## src/rtl/adc_rd_pkg.sv

```systemverilog
package adc_rd_pkg;

    localparam int FRAME_W   = 32;
    localparam int RES_W     = 24;
    localparam int SUB_W     = 5;
    localparam int POS_EOC   = 31;
    localparam int POS_DMY   = 30;
    localparam int POS_SIGN  = 29;
    localparam int POS_TOP   = 28;
    localparam int RES_LSB   = SUB_W;
    localparam int HALF_MIN  = 2;

    typedef enum logic [2:0] {
        ST_IDLE,
        ST_POLL,
        ST_LOW,
        ST_HIGH,
        ST_DONE
    } rd_state_e;

    typedef struct packed {
        logic [RES_W-1:0] result;
        logic [SUB_W-1:0] sub;
        logic             sign;
        logic             over;
        logic             under;
        logic             corrupt;
    } fields_t;

endpackage

```

## src/rtl/adc_rd_phase_timer.sv

```systemverilog
module adc_rd_phase_timer #(
    parameter int DIV_W = 8
) (
    input  logic             clk,
    input  logic             rst_n,
    input  logic             run,
    input  logic [DIV_W-1:0] half_len,
    output logic             phase_end
);

    logic [DIV_W-1:0] cnt_d, cnt_q;

    always_comb begin
        phase_end = run && (cnt_q == half_len - DIV_W'(1));
        if (!run || phase_end) begin
            cnt_d = '0;
        end else begin
            cnt_d = cnt_q + DIV_W'(1);
        end
    end

    always_ff @(posedge clk or negedge rst_n) begin
        if (!rst_n) begin
            cnt_q <= '0;
        end else begin
            cnt_q <= cnt_d;
        end
    end

endmodule

```

## src/rtl/adc_rd_shifter.sv

```systemverilog
module adc_rd_shifter #(
    parameter int WIDTH = 32
) (
    input  logic             clk,
    input  logic             rst_n,
    input  logic             clear,
    input  logic             shift_en,
    input  logic             bit_in,
    output logic [WIDTH-1:0] word,
    output logic             full
);

    localparam int CNT_W = $clog2(WIDTH + 1);

    typedef struct packed {
        logic [WIDTH-1:0] data;
        logic [CNT_W-1:0] cnt;
    } shift_t;

    shift_t r_d, r_q;

    always_comb begin
        r_d = r_q;
        if (clear) begin
            r_d.data = '0;
            r_d.cnt  = '0;
        end else if (shift_en && !full) begin
            r_d.data = {r_q.data[WIDTH-2:0], bit_in};
            r_d.cnt  = r_q.cnt + CNT_W'(1);
        end
    end

    always_ff @(posedge clk or negedge rst_n) begin
        if (!rst_n) begin
            r_q <= '0;
        end else begin
            r_q <= r_d;
        end
    end

    assign word = r_q.data;
    assign full = (r_q.cnt == CNT_W'(WIDTH));

endmodule

```

## src/rtl/adc_rd_decode.sv

```systemverilog
module adc_rd_decode
    import adc_rd_pkg::*;
(
    input  logic [FRAME_W-1:0] word,
    output fields_t            fields
);

    logic sgn, top;

    always_comb begin
        sgn            = word[POS_SIGN];
        top            = word[POS_TOP];
        fields.result  = word[RES_LSB +: RES_W];
        fields.sub     = word[SUB_W-1:0];
        fields.sign    = sgn;
        fields.over    = sgn & top;
        fields.under   = ~sgn & ~top;
        fields.corrupt = word[POS_DMY] | word[POS_EOC];
    end

endmodule

```

## src/rtl/adc_frame_reader.sv

```systemverilog
module adc_frame_reader
    import adc_rd_pkg::*;
#(
    parameter int DIV_W = 8,
    parameter int TMO_W = 16
) (
    input  logic             clk,
    input  logic             rst_n,
    input  logic             start_i,
    input  logic [DIV_W-1:0] sck_half_i,
    input  logic [TMO_W-1:0] eoc_timeout_i,
    input  logic             sdi_i,
    output logic             cs_n_o,
    output logic             sck_o,
    output logic             valid_o,
    output logic [RES_W-1:0] result_o,
    output logic [SUB_W-1:0] sub_lsb_o,
    output logic             sign_o,
    output logic             over_range_o,
    output logic             under_range_o,
    output logic             corrupt_o,
    output logic             timeout_o
);

    localparam logic [DIV_W-1:0] HALF_FLOOR = DIV_W'(HALF_MIN);
    localparam logic [TMO_W-1:0] TMO_FLOOR  = TMO_W'(1);

    typedef struct packed {
        rd_state_e        state;
        logic             cs_n;
        logic             sck;
        logic [DIV_W-1:0] half;
        logic [TMO_W-1:0] tmo;
        logic [TMO_W-1:0] wait_cnt;
        logic             valid;
        logic             timeout;
        fields_t          out;
    } ctl_t;

    ctl_t r_d, r_q;

    logic               timer_run;
    logic               phase_end;
    logic               sh_clear;
    logic               sh_en;
    logic               sh_full;
    logic [FRAME_W-1:0] sh_word;
    fields_t            dec;

    adc_rd_phase_timer #(.DIV_W(DIV_W)) timer_i (
        .clk       (clk),
        .rst_n     (rst_n),
        .run       (timer_run),
        .half_len  (r_q.half),
        .phase_end (phase_end)
    );

    adc_rd_shifter #(.WIDTH(FRAME_W)) shift_i (
        .clk      (clk),
        .rst_n    (rst_n),
        .clear    (sh_clear),
        .shift_en (sh_en),
        .bit_in   (sdi_i),
        .word     (sh_word),
        .full     (sh_full)
    );

    adc_rd_decode decode_i (
        .word   (sh_word),
        .fields (dec)
    );

    always_comb begin
        r_d         = r_q;
        r_d.valid   = 1'b0;
        r_d.timeout = 1'b0;
        timer_run   = (r_q.state == ST_LOW) || (r_q.state == ST_HIGH);
        sh_clear    = 1'b0;
        sh_en       = 1'b0;

        unique case (r_q.state)
            ST_IDLE: begin
                r_d.cs_n = 1'b1;
                r_d.sck  = 1'b0;
                if (start_i) begin
                    sh_clear     = 1'b1;
                    r_d.state    = ST_POLL;
                    r_d.cs_n     = 1'b0;
                    r_d.wait_cnt = '0;
                    r_d.half     = (sck_half_i < HALF_FLOOR) ? HALF_FLOOR : sck_half_i;
                    r_d.tmo      = (eoc_timeout_i == '0) ? TMO_FLOOR : eoc_timeout_i;
                end
            end
            ST_POLL: begin
                if (!sdi_i) begin
                    r_d.state = ST_LOW;
                end else if (r_q.wait_cnt == r_q.tmo - TMO_FLOOR) begin
                    r_d.state   = ST_IDLE;
                    r_d.cs_n    = 1'b1;
                    r_d.timeout = 1'b1;
                end else begin
                    r_d.wait_cnt = r_q.wait_cnt + TMO_FLOOR;
                end
            end
            ST_LOW: begin
                if (phase_end) begin
                    sh_en     = 1'b1;
                    r_d.sck   = 1'b1;
                    r_d.state = ST_HIGH;
                end
            end
            ST_HIGH: begin
                if (phase_end) begin
                    r_d.sck = 1'b0;
                    if (sh_full) begin
                        r_d.state = ST_DONE;
                        r_d.cs_n  = 1'b1;
                    end else begin
                        r_d.state = ST_LOW;
                    end
                end
            end
            ST_DONE: begin
                r_d.valid = 1'b1;
                r_d.out   = dec;
                r_d.state = ST_IDLE;
            end
            default: begin
                r_d.state = ST_IDLE;
                r_d.cs_n  = 1'b1;
                r_d.sck   = 1'b0;
            end
        endcase
    end

    always_ff @(posedge clk or negedge rst_n) begin
        if (!rst_n) begin
            r_q       <= '0;
            r_q.state <= ST_IDLE;
            r_q.cs_n  <= 1'b1;
            r_q.half  <= HALF_FLOOR;
            r_q.tmo   <= TMO_FLOOR;
        end else begin
            r_q <= r_d;
        end
    end

    assign cs_n_o        = r_q.cs_n;
    assign sck_o         = r_q.sck;
    assign valid_o       = r_q.valid;
    assign timeout_o     = r_q.timeout;
    assign result_o      = r_q.out.result;
    assign sub_lsb_o     = r_q.out.sub;
    assign sign_o        = r_q.out.sign;
    assign over_range_o  = r_q.out.over;
    assign under_range_o = r_q.out.under;
    assign corrupt_o     = r_q.out.corrupt;

endmodule

```

## config.mk

```make
export PLATFORM = sky130hd
export DESIGN_NAME = adc_frame_reader
export DESIGN_NICKNAME = d
export VERILOG_FILES = /design/src/rtl/adc_rd_pkg.sv /design/src/rtl/adc_rd_phase_timer.sv /design/src/rtl/adc_rd_shifter.sv /design/src/rtl/adc_rd_decode.sv /design/src/rtl/adc_frame_reader.sv
export SDC_FILE = /design/constraint.sdc
export NUM_CORES = 1
export LEC_CHECK = 0
export CORE_ASPECT_RATIO = 1.5
export CORE_MARGIN = 3
export CORE_UTILIZATION = 35
export DETAILED_ROUTE_END_ITERATION = 10
export GPL_ROUTABILITY_DRIVEN = 1
export PLACE_DENSITY_LB_ADDON = 0.1
export SYNTH_ARGS = -nofsm -noshare
export SYNTH_HDL_FRONTEND = slang
export SYNTH_SLANG_ARGS = --single-unit
```

## constraint.sdc

```tcl
create_clock -name clk -period 8.25 [get_ports clk]
set_input_delay 1.65 -clock clk [delete_from_list [all_inputs] [get_ports clk]]
set_output_delay 1.65 -clock clk [all_outputs]
set_load 0.005 [all_outputs]
```

==> run metrics, run 1 <==
# resized after CTS=0; Syn Inst Count=737; P_sw=0.0007748 W; num rows=59; initial antenna violation count=0; synthesized cell area=6386 um2; vias=4,965; Ports=65; clock root buffer master=clkbuf_16; Critical Path Sink=shift_i.r_q[5]$_DFFE_PN0P_; Final min period=3391 ps; residual DRC count=0; CTS tree=built; full die area=19,940 um2; Post-synth EDFFs=0; Most used DFF post-synth=dfrtp_1; Fmax=0.2949 GHz; skew final=11.52 ps; Int Pwr=0.001442 W; power density cells=293.3 nW/um2; Reg power frac=43.0%; Crit path required time=8580 ps; clk_lat worst skew=410 ps; total power=0.002217 W; drt first pass iters=5; Diodes inserted=0; H-tree Lvls=4; Filler Cell Count=1,763; M2 GR Usage=25.61%; Routed WL per cell=13.89 um; Hold-fix buffers, CTS=0; wirelength, routed=13,740 um; depth of the most critical reg-to-reg path=10; Final nets=797; Post-CTS Setup Bufs=0; Starting Density=36.20%; worst vdd ir=148.5 uV; endpoints failing hold=0; hold path startpoint=corrupt_o$_DFFE_PN0P_; CP Capture Type=flip-flop; synth cell count leaders=nand2_1 (249), dfrtp_1 (123), a21oi_1 (35), nor2_1 (33), buf_4 (31); post-synth top area cell=dfrtp_1; placed wire-length estimate=9599 um; share of layout cells above drive strength 1=6.959%; clock-pin transition on the worst setup and hold timing paths=60 ps; clock tree buffer depth=2; outcome=complete, no violations; CP Launch Point=r_q[68]$_DFFE_PN1P_; crit path DAT=3720 ps; Hold Crit Class=reg2reg; Leak=3.424 nW; Max Slew Vio Count=0; fraction of registers with async set/reset=100.0%; synth-to-layout area growth=18.36%; first-pass GRT wire length=23,340 um; WS Path Type=reg2reg; top cell type's share of synthesized area=48.20%; All-Layer GR Usage=14.56%; post-route antenna net violation count=0; Synth area leaders=dfrtp_1 (48%), nand2_1 (15%), buf_4 (3.6%); largest net degree at the start of global routing=57; Avg Inst Size Synth=8.665 um2; number of port buffers=64; Die Y=171.4 um; Switching Share=34.94%; maxcap violations=0; Tcrit/Tclk final=41.10%; drt first-iter violations=268; r2r endpoint=shift_i.r_q[5]$_DFFE_PN0P_; vias in the first global route=4,933; Unique masters post-synth=62; Seq cells post-synth=126; grt met1 use=17.44%; Synth Warn #=0; drt via density=5.020; Core ar.=17,640 um2; Critical Path Start Type=flip-flop; Final TNS setup=0 ps; Worst Path Max Fanout=17; Setup-failing EPs final=0; syn nets=771; Overflow after GRT=0; busiest layer in global routing=met2; met3 GRT Util=2.534%; Slew @ Worst Pin=1019 ps; unrepaired setup endpoints after global routing=false; GPL Wtd Cong=0.8574; die width=116.3 um; Sink Count=126; Seq/Total Area, Yosys=49.43%; worst rel slew slack=32.04%; most common cell in the synthesized netlist=nand2_1; RR Startpoint=r_q[68]$_DFFE_PN1P_; Logic pwr share=23.9%; Num CTS Buffers=17; reg-to-reg slack, setup=4860 ps; Clk network pwr share=33.1%
==> cells by family (layout without fill, tap and decap cells) <==
kind of cell,count (synthesis),after routing,synth area share (%)
flops,126,126,49.43
buf+inv,76,115,6.446
fa+ha+maj,6,6,1.176
simple gates,386,386,27.31
mux,4,4,0.6270
compound gates,104,104,9.973
xor+xnor,35,35,5.035
==> flip-flops by register name, indices dropped and copies added (netlist names) <==
signal         cells
timer_i.cnt_q      8
timeout_o          1
shift_i.r_q        6
sck_o              1
cs_n_o             1
valid_o            1
sub_lsb_o          5
under_range_o      1
result_o          24
shift_i.word      32
r_q               43
over_range_o       1
corrupt_o          1
sign_o             1
==> layout make-up <==
class / count / area (um2) / area share, %
clock buffer: 18 / 439.2 / 5.810
clock inverter: 14 / 145.1 / 1.920
inverter: 15 / 56.30 / 0.7449
multi-input combinational: 535 / 2826 / 37.39
sequential: 126 / 3157 / 41.76
tap: 213 / 266.5 / 3.526
timing repair buffer: 68 / 668.1 / 8.840
==> worst min-delay path by stage <==
| stage | end | cells past startpoint |
|---|---|---|
| after detailed placement | result_o[9]$_DFFE_PN0P_ | 2 |
| after global routing | result_o[17]$_DFFE_PN0P_ | 2 |
| after floorplan | sub_lsb_o[0]$_DFFE_PN0P_ | 2 |
| after global placement | over_range_o$_DFFE_PN0P_ | 2 |
| final | corrupt_o$_DFFE_PN0P_ | 2 |
| after CTS | result_o[9]$_DFFE_PN0P_ | 2 |
==> critical path, cell delays in order, from the launching register on <==
cell and delay (ps):
dfstp_2 560, inv_1 60, ha_1 270, xor2_2 190, nor4b_1 290, a211oi_1 120
o22ai_1 230, nand3_2 200, or4_4 690, or4_1 540, a21oi_1 160
==> cells in the final DEF (no fill, tap or decap), drive strengths merged, types with 4 or more instances in the layout <==
cell           Yosys  routed
xnor2             17      17
ha                 6       6
a31oi              5       5
clkbuf            25      18
xor2              18      18
buf               36       5
nand3             19      19
nor3              13      13
a211oi             4       4
and3               9       9
or3               12      12
nor4               7       7
a21oi             35      35
clkdlybuf4s50      0      63
mux2i              4       4
nand2b             9       9
nor2              33      33
or4                8       8
dfrtp            123     123
o21ai             34      34
inv               14      22
nand2            249     249
nand4              7       7
==> layer usage <==
metal | wire [um] | vias up
met5 | 0 | -
met4 | 240 | 0
met3 | 454 | 13
met2 | 6995 | 94
met1 | 6047 | 2363
li1 | - | 2495
==> metrics by stage <==
stage,worst slack [ps],instances,util [%],instance area [um2],hold slack (ps)
5_1_grt,4628,989,42.84,7559,496.4
2_1_floorplan,5199,737,-,6386,447.0
3_5_place_dp,4662,957,39.53,6974,462.3
4_1_cts,4816,989,42.84,7559,477.3
3_3_place_gp,4675,957,39.53,6974,453.3
6_report,4859,989,42.84,7559,469.4
==> power by group through the flow <==
| stage | registers, W | clock network, W | logic [W] |
|---|---|---|---|
| 4_1_cts | 0.000955 | 0.000756 | 0.000537 |
| 5_1_grt | 0.000982 | 0.000784 | 0.000605 |
| 3_3_place_gp | 0.000956 | 0 | 0.000515 |
| 6_report | 0.000955 | 0.000733 | 0.000530 |
| 3_5_place_dp | 0.000966 | 0 | 0.000533 |
| 2_1_floorplan | 0.000903 | 0 | 0.000426 |
Note: power is estimated with default switching activity, not from simulation.
==> run 2: changes to the inputs <==
==> constraint.sdc (replaced) <==
create_clock -name clk -period 2.7 [get_ports clk]
set_input_delay 0.54 -clock clk [delete_from_list [all_inputs] [get_ports clk]]
set_output_delay 0.54 -clock clk [all_outputs]
set_load 0.005 [all_outputs]
==> run 2 against run 1 <==
Sequential cell count is the same. Non-clock buffer count grew 48. The flow now finishes with violations (negative setup slack). Sequential power grew to 3.0 times the previous value. Register-to-register slack lost 4900 ps. Total power grew to 3.3 times the previous value. Critical path depth grew 1.
==> run metrics, run 2 (same netlist as run 1, synthesis figures left out) <==
outcome=finished with violations; failing checks=negative setup slack; Hold WS=128.3 ps (-341.1 ps); Finished Core Util=46.42% (+3.6 points); Critical Path Sink=shift_i.r_q[5]$_DFFE_PN0P_; clock root buffer master=clkbuf_16; Fmax=0.3587 GHz (+22%); Filler Cell Count=1,731 (-1.8%); power density cells=904.8 nW/um2 (+210%); worst vdd ir=489.0 uV (+230%); post-route antenna net violation count=0 (unchanged); depth of the most critical reg-to-reg path=11 (+1); Top reg by flops=r_q; Starting Density=36.20% (unchanged); Sink Count=126 (unchanged); register area=3157 um2 (unchanged); Int Pwr=0.004791 W (+230%); Slew @ Worst Pin=647.3 ps (-372.1 ps); Hold Crit Class=in2async; Crit-path slowest cell=dfstp_2; WS Path Type=reg2reg; Critical Path Start Type=flip-flop; Num CTS Buffers=17 (unchanged); r2r endpoint=shift_i.r_q[5]$_DFFE_PN0P_; P_sw=0.002620 W (+240%); GPL Wtd Cong=0.8740 (+1.9%); Core ar.=17,640 um2 (unchanged); share of layout cells above drive strength 1=16.93% (+10 points); drt first-iter violations=215 (-20%); Max Slew Vio Count=0 (unchanged); Switching Share=35.35% (+0.41 points); CP Launch Point=r_q[68]$_DFFE_PN1P_; full die area=19,940 um2 (unchanged); commonest non-fill, non-tap cells in the layout=nand2_1 (247), dfrtp_1 (123), clkdlybuf4s50_1 (63); Clk network pwr share=29.6% (-3.5 points); crit path DAT=3050 ps (-670 ps); vias=5,206 (+4.9%); Overflow after GRT=0 (unchanged); CP Depth=11 (+1); residual DRC count=0 (unchanged); Setup-failing EPs final=7 (+7); RR Startpoint=r_q[68]$_DFFE_PN1P_; max FFs per register=43 (unchanged); total power=0.007411 W (+230%); Die Y=171.4 um (unchanged); top cell family by delay on the critical path=simple AND/OR/NAND/NOR gates; H-tree Lvls=4 (unchanged); die width=116.3 um (unchanged); Leak=3.722 nW (+8.7%); endpoints failing hold=0 (unchanged); Reg power frac=38.5% (-4.5 points); All-Layer GR Usage=15.27% (+0.70 points); Ports=65 (unchanged); wirelength, routed=15,080 um (+9.8%); unrepaired setup endpoints after global routing=true; largest net degree at the start of global routing=45 (-21%); worst rel slew slack=56.74% (+25 points); number of port buffers=64 (unchanged); clock tree buffer depth=2 (unchanged); first-pass GRT wire length=24,340 um (+4.3%); most common cell after layout, fill and taps aside=nand2_1; drt first pass iters=4 (-1); skew final=14.16 ps (+2.645 ps); maxcap violations=0 (unchanged); clock-pin transition on the worst setup and hold timing paths=60 ps (about the same); Final TNS setup=-269.7 ps (-269.7 ps); reg-to-reg slack, setup=-90 ps (-4950 ps); Final nets=848 (+6.4%); Routed WL per cell=14.50 um (+4.4%); Slowest Stage Delay on Critical Path=530 ps (-160 ps); Crit path buffers/inverters=2 (+1); clk_lat worst skew=420 ps (about the same); placement-stage worst setup slack=-80.25 ps (-4743 ps); CTS tree=built; Worst Path Max Fanout=16 (-1); fin worst setup slack=-88.21 ps (-4948 ps); vias in the first global route=5,198 (+5.4%); CP Capture Type=flip-flop; Multi-input gate area=3090 um2 (+9.3%); Logic pwr share=31.9% (+8.0 points); Crit path required time=2960 ps (-5620 ps); CP Cell Sequence=inv_2 -> ha_4 -> xor2_4 -> nor3b_4 -> a211oi_2 -> o22ai_2 -> nand3_2 -> or4_4 -> buf_6 -> o31ai_2 -> a21oi_1; initial antenna violation count=0 (unchanged); drt via density=5.006 (-0.29%); synth-to-layout area growth=28.25%; Diodes inserted=0 (unchanged); num rows=59 (unchanged); Final min period=2788 ps (-602.3 ps); placed wire-length estimate=10,550 um (+9.9%); Tcrit/Tclk final=103.3% (+62 points)
-- run 2: per-stage QoR --
step,cell area (um2),std cells
global route,8190,1040
CTS,7976,1033
detailed placement,7320,996
finish,8190,1040
global placement,7320,996
floorplan,6424,737
-- run 2: cell type report --
| type | instances | area share, % |
|---|---|---|
| Sequential cell | 126 | 38.54 |
| Clock buffer | 18 | 5.240 |
| Timing Repair Buffer | 116 | 12.91 |
| Clock inverter | 14 | 1.635 |
| Inverter | 15 | 0.6874 |
| Tap cell | 213 | 3.254 |
| Multi-Input combinational cell | 538 | 37.73 |
-- run 2: power by group through the flow --
stage               clock [W]  combinational [W]  sequential (W)
global route          0.00233            0.00262         0.00293
CTS                   0.00224            0.00214         0.00284
global placement            0            0.00197         0.00285
floorplan                   0            0.00135         0.00277
finish                0.00219            0.00236         0.00285
detailed placement          0            0.00203         0.00286
-- run 2: how the worst min path moves through the flow --
stage                                           to  cells past startpoint                startpoint  slack, ps
final                     result_o[20]$_DFFE_PN0P_                      1                     rst_n        130
after global routing      result_o[20]$_DFFE_PN0P_                      1                     rst_n        170
after CTS                 result_o[20]$_DFFE_PN0P_                      1                     rst_n        160
after detailed placement  over_range_o$_DFFE_PN0P_                      2  over_range_o$_DFFE_PN0P_        460
after global placement    over_range_o$_DFFE_PN0P_                      2  over_range_o$_DFFE_PN0P_        450
after floorplan              corrupt_o$_DFFE_PN0P_                      0                     rst_n        240
-- run 2: repair_timing --
| item | CTS | global route |
|---|---|---|
| gates resized for setup | 11 | 34 |
| pin swaps | 5 | 23 |
| endpoints found under the setup margin | 18 | 20 |
| hold buffers | 0 | 0 |
| gates cloned | 0 | 3 |
| setup buffers | 5 | 4 |
-- run 2: worst reg2reg max path, cell delays in order (launching register included) --
cell	delay (ps)
dfstp_2	530
inv_2	50
ha_4	180
xor2_4	210
nor3b_4	270
a211oi_2	80
o22ai_2	210
nand3_2	100
or4_4	440
buf_6	180
o31ai_2	290
a21oi_1	100
-- run 2: routing by layer --
metal,vias up,part of all wire (%),global-route usage (%)
met4,0,1.7,4.796
met2,98,54,27.83
li1,2615,-,-
met3,22,3.2,3.168
met5,-,0,0
met1,2471,42,17.65
==> run 3: changes to the inputs <==
==> constraint.sdc (replaced) <==
create_clock -name clk -period 2.7 [get_ports clk]
set_input_delay 0.54 -clock clk [delete_from_list [all_inputs] [get_ports clk]]
set_output_delay 0.54 -clock clk [all_outputs]
set_load 0.1 [all_outputs]
==> run 3 against run 2 <==
The run still ends with negative setup slack left. Utilization decreased by 0.58 points. Critical path depth decreased by 1. Via count decreased by 0.33%. Global-route usage increased by 0.10 points. Final area decreased by 1.3%. Routed wire length decreased by 2.7%. Clock skew decreased by 6.5 ps. Combinational power increased by 4%. Worst hold slack got worse by 59 ps. Sequential cell count unchanged. Critical path type unchanged.
==> run metrics, run 3 (same netlist as run 1, synthesis figures left out) <==
die width=116.3 um (unchanged); Met3 Routed Length=480 um (+0.84%); drt first-iter violations=233 (+8.4%); Filler Cell Count=1,715 (-0.92%); Num CTS Buffers=17 (unchanged); max FFs per register=43 (unchanged); Finished Layout Cells=1,036 (-0.38%); drt via density=5.009 (about the same); residual DRC count=0 (unchanged); GPL Wtd Cong=0.8145 (-6.8%); H-tree Lvls=4 (unchanged); reg-to-reg slack, setup=-110 ps (-20 ps); P_sw=0.002642 W (+0.84%); Diodes inserted=0 (unchanged); worst rel slew slack=56.75% (about the same); Final min period=2806 ps (+17.93 ps); Final nets=845 (-0.35%); Worst Path Max Fanout=4 (-12); Inst Count DP=994 (-0.20%); Critical Path Start Type=flip-flop; Fmax=0.3564 GHz (-0.64%); Hold WS=68.86 ps (-59.40 ps); Logic pwr share=32.4% (+0.5 points); full die area=19,940 um2 (unchanged); RR Startpoint=r_q[68]$_DFFE_PN1P_; met1 WL=6246 um (-0.57%); Hold Crit Class=in2async; Clk network pwr share=29.6% (about the same); synth-to-layout area growth=26.65%; Overflow after GRT=0 (unchanged); Leak=3.787 nW (+1.7%); Ports=65 (unchanged); maxcap violations=0 (unchanged); WS Path Type=reg2reg; Slew @ Worst Pin=647.2 ps (-0.08708 ps); first-pass GRT wire length=24,320 um (about the same); Placed Area=7224 um2 (-1.3%); Core ar.=17,640 um2 (unchanged); Die Y=171.4 um (unchanged); vias in the first global route=5,184 (-0.27%); largest net degree at the start of global routing=36 (-20%); Int Pwr=0.004918 W (+2.7%); clock tree buffer depth=2 (unchanged); fin worst setup slack=-106.1 ps (-17.93 ps); number of port buffers=64 (unchanged); Sink Count=126 (unchanged); clk_lat worst skew=420 ps (about the same); CP Capture Type=flip-flop; clock root buffer master=clkbuf_16; Setup-failing EPs final=2 (-5); post-route cell area=8088 um2 (-1.3%); vias=5,189 (-0.33%); Max Slew Vio Count=0 (unchanged); Reg power frac=38.0% (-0.5 points); most common cell after layout, fill and taps aside=nand2_1; Switching Share=34.95% (-0.40 points); clock-pin transition on the worst setup and hold timing paths=60 ps (about the same); r2r endpoint=shift_i.r_q[5]$_DFFE_PN0P_; initial antenna violation count=0 (unchanged); crit path DAT=3150 ps (+100 ps); CP Launch Point=r_q[68]$_DFFE_PN1P_; Top reg by flops=r_q; Starting Density=36.20% (unchanged); power density cells=934.7 nW/um2 (+3.3%); Routed WL per cell=14.16 um (-2.4%); failing checks=negative setup slack; placed wire-length estimate=10,350 um (-1.9%); unrepaired setup endpoints after global routing=true; share of layout cells above drive strength 1=21.14% (+4.2 points); Highest Signal Layer=met4; Tcrit/Tclk final=103.9% (+0.66 points); depth of the most critical reg-to-reg path=10 (-1); Critical Path Sink=shift_i.r_q[5]$_DFFE_PN0P_; worst vdd ir=349.9 uV (-28%); All-Layer GR Usage=15.37% (+0.10 points); skew final=7.675 ps (-6.490 ps); post-route antenna net violation count=0 (unchanged); wirelength, routed=14,670 um (-2.7%); drt first pass iters=4 (unchanged); outcome=finished with violations; CTS tree=built; WL met2=7674 um (-4.9%); Crit path required time=3040 ps (+80 ps); endpoints failing hold=0 (unchanged); commonest non-fill, non-tap cells in the layout=nand2_1 (247), dfrtp_1 (120), buf_4 (84); num rows=59 (unchanged)
## run 3: power by group through the flow
stage	sequential [W]	combinational (W)	clock, W
6_report	0.00287	0.00245	0.00223
5_1_grt	0.00296	0.00272	0.00238
4_1_cts	0.00284	0.00225	0.00230
3_5_place_dp	0.00287	0.00215	0
3_3_place_gp	0.00285	0.00208	0
2_1_floorplan	0.00288	0.00137	0
## run 3: worst min path at each step
| stage | startpoint | end | slack, ps | cells after the start |
|---|---|---|---|---|
| 6_report | rst_n | result_o[20]$_DFFE_PN0P_ | 70 | 1 |
| 5_1_grt | rst_n | result_o[20]$_DFFE_PN0P_ | 100 | 1 |
| 4_1_cts | rst_n | valid_o$_DFF_PN0_ | 80 | 1 |
| 3_5_place_dp | corrupt_o$_DFFE_PN0P_ | corrupt_o$_DFFE_PN0P_ | 460 | 2 |
| 3_3_place_gp | over_range_o$_DFFE_PN0P_ | over_range_o$_DFFE_PN0P_ | 460 | 2 |
| 2_1_floorplan | rst_n | corrupt_o$_DFFE_PN0P_ | 240 | 0 |
## run 3: final cells by class
class	instances	area, um2	area share (%)
clock inverter	10	112.6	1.392
sequential	126	3161	39.08
multi-input combinational	537	3069	37.95
tap	213	266.5	3.295
clock buffer	21	460.4	5.693
inverter	15	56.30	0.6962
timing repair buffer	114	962.2	11.90
## run 3: repair_timing
| action | 4_1_cts | 5_1_grt |
|---|---|---|
| setup endpoints to repair | 19 | 20 |
| setup buffers | 5 | 5 |
| gates resized for setup | 10 | 35 |
| pin swaps | 7 | 18 |
| endpoints found under the hold margin | 0 | 0 |
| cloned | 0 | 2 |
| hold buffers | 0 | 0 |
## run 3: critical path, cell delays in order (launching register included)
cell,delay [ps]
dfstp_2,530
inv_2,50
ha_4,180
xor2_4,190
nor3b_4,240
a211oi_1,70
o22ai_1,280
nand3_2,110
or4_4,440
or4_4,520
a21oi_2,120
## run 3: layer usage
| metal | track usage (%) | vias to the layer above |
|---|---|---|
| met5 | 0 | - |
| met4 | 5.755 | 0 |
| met3 | 3.238 | 21 |
| met2 | 27.43 | 98 |
| met1 | 17.86 | 2475 |
| li1 | - | 2595 |
## run 3: per-stage QoR
| stage | worst slack [ps] | setup TNS (ps) | power, W | util, % |
|---|---|---|---|---|
| 2_1_floorplan | -115.0 | -115.0 | 0.004252 | - |
| 3_3_place_gp | -24.06 | -30.58 | 0.004937 | 40.95 |
| 3_5_place_dp | -109.1 | -855.1 | 0.005016 | 40.95 |
| 4_1_cts | -60.17 | -122.3 | 0.007396 | 44.66 |
| 5_1_grt | -237.5 | -1629 | 0.008057 | 45.84 |
| 6_report | -106.1 | -140.1 | 0.007560 | 45.84 |
